**config.mk**
```make
export PLATFORM = sky130hd
export DESIGN_NAME = irqw_ctrl
export DESIGN_NICKNAME = d
export VERILOG_FILES = /design/src/rtl/irqw_pkg.sv /design/src/rtl/irqw_decode.sv /design/src/rtl/irqw_gate.sv /design/src/rtl/irqw_firq.sv /design/src/rtl/irqw_ctrl.sv
export SDC_FILE = /design/constraint.sdc
export NUM_CORES = 1
export LEC_CHECK = 0
export ABC_AREA = 0
export BUFFER_PORTS_ARGS = -buffer_cell sky130_fd_sc_hd__buf_2
export CORE_MARGIN = 5
export CORE_UTILIZATION = 33
export CTS_CLUSTER_DIAMETER = 80
export DETAILED_ROUTE_END_ITERATION = 8
export PLACE_DENSITY = 0.82
export SYNTH_ARGS = -nofsm -noshare
export SYNTH_HDL_FRONTEND = slang
export SYNTH_HIERARCHICAL = 1
export SYNTH_SLANG_ARGS = --single-unit
```
**constraint.sdc**
```tcl
create_clock -name clk -period 3.7 [get_ports clk]
set_input_delay 0.74 -clock clk [delete_from_list [all_inputs] [get_ports clk]]
set_output_delay 0.74 -clock clk [all_outputs]
set_load 0.02 [all_outputs]
```
**src/rtl/irqw_pkg.sv**
```systemverilog
package irqw_pkg;
   typedef enum logic [1:0] {
      LVL_NONE = 2'd0,
      LVL_IRQ  = 2'd1,
      LVL_FIRQ = 2'd2,
      LVL_NMI  = 2'd3
   } irq_level_e;

   localparam int OFS_STATUS = 0;
   localparam int OFS_MASK   = 1;
   localparam int OFS_CLEAR  = 2;
   localparam int NUM_EXTRA  = 3;
endpackage

```
**src/rtl/irqw_decode.sv**
```systemverilog
module irqw_decode #(
   parameter int ADDR_W   = 16,
   parameter int TOP_BITS = 3,
   parameter logic [TOP_BITS-1:0] TOP_TAG = 3'b011,
   parameter int SEL_N    = 8,
   parameter logic [ADDR_W-1:0] REG_BASE = 16'h6010
) (
   input  logic [ADDR_W-1:0] addr,
   input  logic              vma,
   input  logic              strobe,
   output logic              blk_hit,
   output logic [SEL_N-1:0]  sel_n
);
   localparam int SEL_W = $clog2(SEL_N);
   localparam int NB_BIT = ADDR_W - TOP_BITS - 1;

   if (SEL_N < 2 || (1 << SEL_W) != SEL_N) begin : g_bad_sel
      $error("SEL_N must be a power of two");
   end
   if (REG_BASE[ADDR_W-1 -: TOP_BITS] != TOP_TAG || REG_BASE[NB_BIT]) begin : g_bad_base
      $error("REG_BASE lies outside the decoded window");
   end

   logic win_hit;

   always_comb begin
      win_hit = vma && (addr[ADDR_W-1 -: TOP_BITS] == TOP_TAG) && !addr[NB_BIT];
      blk_hit = win_hit && (addr[ADDR_W-1:SEL_W] == REG_BASE[ADDR_W-1:SEL_W]);
   end

   for (genvar k = 0; k < SEL_N; k++) begin : g_sel
      assign sel_n[k] = !(blk_hit && strobe && (addr[SEL_W-1:0] == SEL_W'(k)));
   end
endmodule

```
**src/rtl/irqw_gate.sv**
```systemverilog
module irqw_gate #(
   parameter int NUM_SRC  = 5,
   parameter int MASK_LO  = 2,
   parameter int NUM_MASK = 3,
   parameter int DISP_IDX = 1
) (
   input  logic [NUM_SRC-1:0]  req,
   input  logic [NUM_MASK-1:0] mask,
   input  logic                disp_gate,
   output logic [NUM_SRC-1:0]  gated,
   output logic                any_req
);
   if (MASK_LO + NUM_MASK > NUM_SRC) begin : g_bad_mask
      $error("mask range exceeds source count");
   end
   if (DISP_IDX >= MASK_LO && DISP_IDX < MASK_LO + NUM_MASK) begin : g_bad_disp
      $error("display source must not be host-maskable");
   end

   for (genvar i = 0; i < NUM_SRC; i++) begin : g_src
      if (i >= MASK_LO && i < MASK_LO + NUM_MASK) begin : g_host_mask
         assign gated[i] = req[i] && mask[i - MASK_LO];
      end else if (i == DISP_IDX) begin : g_peer_mask
         assign gated[i] = req[i] && disp_gate;
      end else begin : g_open
         assign gated[i] = req[i];
      end
   end

   assign any_req = |gated;
endmodule

```
**src/rtl/irqw_firq.sv**
```systemverilog
module irqw_firq #(
   parameter bit TICK_WINS = 1'b1
) (
   input  logic clk,
   input  logic rst_n,
   input  logic tick,
   input  logic clr,
   output logic q
);
   if (TICK_WINS) begin : g_tick_first
      always_ff @(posedge clk or negedge rst_n) begin
         if (!rst_n)    q <= 1'b0;
         else if (tick) q <= 1'b1;
         else if (clr)  q <= 1'b0;
      end

      assert_tick_sets_R6: assert property (@(posedge clk) disable iff (!rst_n)
         tick |=> q);
      assert_clear_R7: assert property (@(posedge clk) disable iff (!rst_n)
         (clr && !tick) |=> !q);
   end else begin : g_clear_first
      always_ff @(posedge clk or negedge rst_n) begin
         if (!rst_n)    q <= 1'b0;
         else if (clr)  q <= 1'b0;
         else if (tick) q <= 1'b1;
      end

      assert_tick_sets_R6: assert property (@(posedge clk) disable iff (!rst_n)
         (tick && !clr) |=> q);
      assert_clear_R7: assert property (@(posedge clk) disable iff (!rst_n)
         clr |=> !q);
   end

   assert_hold_R7: assert property (@(posedge clk) disable iff (!rst_n)
      (!tick && !clr) |=> (q == $past(q)));
endmodule

```
**src/rtl/irqw_ctrl.sv**
```systemverilog
module irqw_ctrl
   import irqw_pkg::*;
#(
   parameter int ADDR_W   = 16,
   parameter int DATA_W   = 8,
   parameter int SEL_N    = 8,
   parameter int NUM_SRC  = 5,
   parameter int MASK_LO  = 2,
   parameter int NUM_MASK = 3,
   parameter int DISP_IDX = 1,
   parameter logic [ADDR_W-1:0] REG_BASE = 16'h6010,
   parameter bit TICK_WINS = 1'b1
) (
   input  logic                clk,
   input  logic                rst_n,
   input  logic [ADDR_W-1:0]   bus_addr,
   input  logic                bus_vma,
   input  logic                bus_rd,
   input  logic                bus_wr,
   input  logic [DATA_W-1:0]   bus_wdata,
   output logic [DATA_W-1:0]   bus_rdata,
   output logic                bus_oe,
   output logic [SEL_N-1:0]    sel_n,
   input  logic [NUM_SRC-1:0]  src_req,
   input  logic                disp_gate,
   input  logic                tick_2ms,
   input  logic                nmi_src,
   input  logic                pwr_ok,
   input  logic                bus_grant,
   input  logic                fp_read_done,
   output logic                irq_n,
   output logic                firq_n,
   output logic                nmi_n,
   output logic [1:0]          int_level
);
   localparam int SEL_W = $clog2(SEL_N);

   if (NUM_SRC + NUM_EXTRA > DATA_W) begin : g_bad_width
      $error("status does not fit the data bus");
   end
   if (NUM_MASK > DATA_W) begin : g_bad_mask_w
      $error("mask does not fit the data bus");
   end
   if (SEL_N <= OFS_CLEAR) begin : g_bad_count
      $error("too few decoded enables");
   end

   logic                blk_hit;
   logic                strobe;
   logic [NUM_SRC-1:0]  gated;
   logic                irq_any;
   logic [NUM_MASK-1:0] mask_q;
   logic                mask_we;
   logic                firq_clr;
   logic                firq_q;
   logic                rd_status;
   logic                rd_mask;
   logic [DATA_W-1:0]   status_word;
   irq_level_e          lvl;

   assign strobe = bus_rd || bus_wr;

   irqw_decode #(
      .ADDR_W   (ADDR_W),
      .TOP_BITS (3),
      .TOP_TAG  (3'b011),
      .SEL_N    (SEL_N),
      .REG_BASE (REG_BASE)
   ) u_dec (
      .addr    (bus_addr),
      .vma     (bus_vma),
      .strobe  (strobe),
      .blk_hit (blk_hit),
      .sel_n   (sel_n)
   );

   assign mask_we   = !sel_n[OFS_MASK] && bus_wr;
   assign firq_clr  = !sel_n[OFS_CLEAR];
   assign rd_status = !sel_n[OFS_STATUS] && bus_rd;
   assign rd_mask   = !sel_n[OFS_MASK] && bus_rd;

   always_ff @(posedge clk or negedge rst_n) begin
      if (!rst_n)       mask_q <= '0;
      else if (mask_we) mask_q <= bus_wdata[NUM_MASK-1:0];
   end

   irqw_gate #(
      .NUM_SRC  (NUM_SRC),
      .MASK_LO  (MASK_LO),
      .NUM_MASK (NUM_MASK),
      .DISP_IDX (DISP_IDX)
   ) u_gate (
      .req       (src_req),
      .mask      (mask_q),
      .disp_gate (disp_gate),
      .gated     (gated),
      .any_req   (irq_any)
   );

   irqw_firq #(.TICK_WINS(TICK_WINS)) u_firq (
      .clk   (clk),
      .rst_n (rst_n),
      .tick  (tick_2ms),
      .clr   (firq_clr),
      .q     (firq_q)
   );

   always_comb begin
      status_word = '0;
      status_word[NUM_SRC-1:0] = gated;
      status_word[DATA_W-3]    = fp_read_done;
      status_word[DATA_W-2]    = pwr_ok;
      status_word[DATA_W-1]    = bus_grant;
   end

   always_comb begin
      bus_oe    = rd_status || rd_mask;
      bus_rdata = '0;
      if (rd_status)    bus_rdata = status_word;
      else if (rd_mask) bus_rdata[NUM_MASK-1:0] = mask_q;
   end

   always_comb begin
      if (nmi_src)      lvl = LVL_NMI;
      else if (firq_q)  lvl = LVL_FIRQ;
      else if (irq_any) lvl = LVL_IRQ;
      else              lvl = LVL_NONE;
   end

   assign int_level = lvl;
   assign irq_n     = !irq_any;
   assign firq_n    = !firq_q;
   assign nmi_n     = !nmi_src;

   assert_sel_onehot_R1: assert property (@(posedge clk) disable iff (!rst_n)
      $onehot0(~sel_n));
   assert_sel_qualified_R1: assert property (@(posedge clk) disable iff (!rst_n)
      (sel_n != '1) |-> (bus_vma && strobe && blk_hit));
   assert_oe_read_only_R10: assert property (@(posedge clk) disable iff (!rst_n)
      bus_oe |-> (bus_vma && bus_rd && bus_addr[ADDR_W-1:SEL_W] == REG_BASE[ADDR_W-1:SEL_W]));
   assert_mask_write_R3: assert property (@(posedge clk) disable iff (!rst_n)
      mask_we |=> (mask_q == $past(bus_wdata[NUM_MASK-1:0])));
   assert_mask_hold_R3: assert property (@(posedge clk) disable iff (!rst_n)
      !mask_we |=> $stable(mask_q));
   assert_nmi_first_R9: assert property (@(posedge clk) disable iff (!rst_n)
      !nmi_n |-> (int_level == LVL_NMI));
   assert_irq_blocked_R4: assert property (@(posedge clk) disable iff (!rst_n)
      (mask_q == '0 && !src_req[0] && !disp_gate) |-> irq_n);
   assert_disp_gate_R5: assert property (@(posedge clk) disable iff (!rst_n)
      !disp_gate |-> !status_word[DISP_IDX]);
endmodule

```
==> out/results.txt <==
Outcome: finished clean
Reg2reg path depth: 1
Mapped Area: 488.0 sq um
Crit path required time: 2.96 ns
Final Max Slew Viols: 0
Mapped Nets: 93
Antenna-violating nets left: 0
Worst Path Max Fanout: 8
Filler Cell Count: 140
Initial antenna violation count: 0
Crit end category: primary output
First-pass GRT wire length: 2518 um
Clock sink total: 4
IO Port Bufs: 56
PD cells: 160.8 mW/mm^2
Cells after Synth: 53
Number of global-route vias before repair: 613
Core Area: 0.001350 sq mm
CTS tree: done
Floorplan row count: 13
Die area: 0.002348 sq mm
Initial DRT Pass Iterations: 5
Critical path class: input port to primary output
Routed wire length per instance: 12.87 um
Mean Syn Cell Area: 9.207 sq um
Final hold violation count: 0
Number of CTS-inserted buffers: 3
IO Pins: 62
Crit share post-route: 81.29%
Share of post-route cells with drive strength above 1: 63.06%
Clk root buf: clkbuf_4
Grt ovf: 0
Area Overhead vs Synth: 64.36%
Final Total Pwr: 0.1289 mW
Lkg Pwr: 0.4517 nW
Drt total wl: 1621 um
MaxCap Viol Count: 0
Routed vias: 653
Initial drt markers: 12
Max Fclk: 332.5 MHz
Clock Path Buffers: 2
Initial Util: 36.14%
Register clock-pin slew on the reported worst setup and hold paths: 0.03 ns
Max-Slew Margin vs Limit: 78.19%
Overall Global Routing Usage: 12.80%
RSZ-0062 raised after global routing: false
Setup crit start kind: input port
DIE HEIGHT: 48.46 um
Die width: 48.46 um
Post-cts hold buffer count: 0
Layout Nets: 153
Post-placement cell area: 779.5 sq um
# Post-CTS Setup Buffers: 0
Hold Path Class: input port to async pin
Pin count of the biggest net entering global routing: 9
Drt via density: 5.183
Post-route cell area: 802.0 sq um
DP Wirelength: 1469 um
Synth Warn #: 6
Gpl congestion: 0.6913
Clock skew: 0 ns
Critical Path AT: 2.27 ns
Worst-Margin Slew: 0.3262 ns
# setup viols final: 0
Drt drc: 0
Setup TNS Final: 0 ns
N_diodes: 0
Clock Latency Late Sink: 0.23 ns
Final min period: 3.008 ns
Resize count post-CTS: 0
H-tree levels: 1
VDD IR-drop max: 0.1497 mV
-- per-stage QoR --
stage          hold WS (ns)  std cells  util, %  setup WS (ns)
3_5_place_dp         0.5168        123    57.74         0.7067
2_1_floorplan        0.4444         53        -         0.6768
6_report             0.3069        126    59.41         0.6924
4_1_cts              0.3021        126    59.41         0.6998
5_1_grt              0.3129        126    59.41         0.5415
3_3_place_gp         0.4889        123    57.74         0.7369
-- placed cells by master (no fill, tap or decap), types with 2 or more instances in the layout --
master and n:
a32o_1 3, and2_1 8, and3_1 2, and3b_1 3
buf_2 56, clkbuf_4 3, dfrtp_1 4, inv_1 5
mux2_4 3, nand3_1 6, nand4_1 2, nor2b_4 2
-- critical path, cell delays in order --
cell and delay, ns:
buf_2 0.10, nor4_2 0.27, and3b_1 0.27, nand4_1 0.30, nor2b_4 0.27, a32o_1 0.15
buf_2 0.16
-- power breakdown --
group	switching, mW	internal (mW)	leakage (nW)	total (mW)
Clock	0.0153	0.0361	0.0138	0.0514
Combinational	0.0147	0.0188	0.387	0.0335
Sequential	0.00000480	0.0440	0.0507	0.0440
-- layout make-up --
cell class / count / area (sq um) / share of cell area (%)
Multi-Input combinational cell: 43 / 361.6 / 45.09
Timing Repair Buffer: 56 / 280.3 / 34.95
Sequential cell: 4 / 100.1 / 12.48
Clock buffer: 3 / 22.52 / 2.808
Inverter: 5 / 18.77 / 2.340
Tap cell: 15 / 18.77 / 2.340
-- layer usage --
| layer | GRT usage [%] | up-vias | wire, um |
|---|---|---|---|
| met3 | 2.141 | 6 | 131 |
| met2 | 28.48 | 30 | 981 |
| met4 | 4.036 | 0 | 21 |
| met1 | 10.52 | 305 | 487 |
| li1 | - | 312 | - |
| met5 | 0 | - | 0 |
-- worst paths after layout --
check	from	endpoint	slack [ns]
setup / recovery	bus_addr[10]	bus_rdata[0]	0.69
hold / removal	rst_n	mask_q[0]$_DFFE_PN0P_	0.31
setup reg to reg	mask_q[2]$_DFFE_PN0P_	mask_q[2]$_DFFE_PN0P_	2.90
hold reg to reg	u_firq/q$_DFFE_PN0P_	u_firq/q$_DFFE_PN0P_	0.52
max in group asynchronous	rst_n	mask_q[1]$_DFFE_PN0P_	3.28
min in group clk	u_firq/q$_DFFE_PN0P_	u_firq/q$_DFFE_PN0P_	0.52
-- sequential cells by signal, indices dropped and copies added, names as in the netlist --
register,flops
u_firq/q,1
mask_q,3
Power figures use the tool's default switching activity.
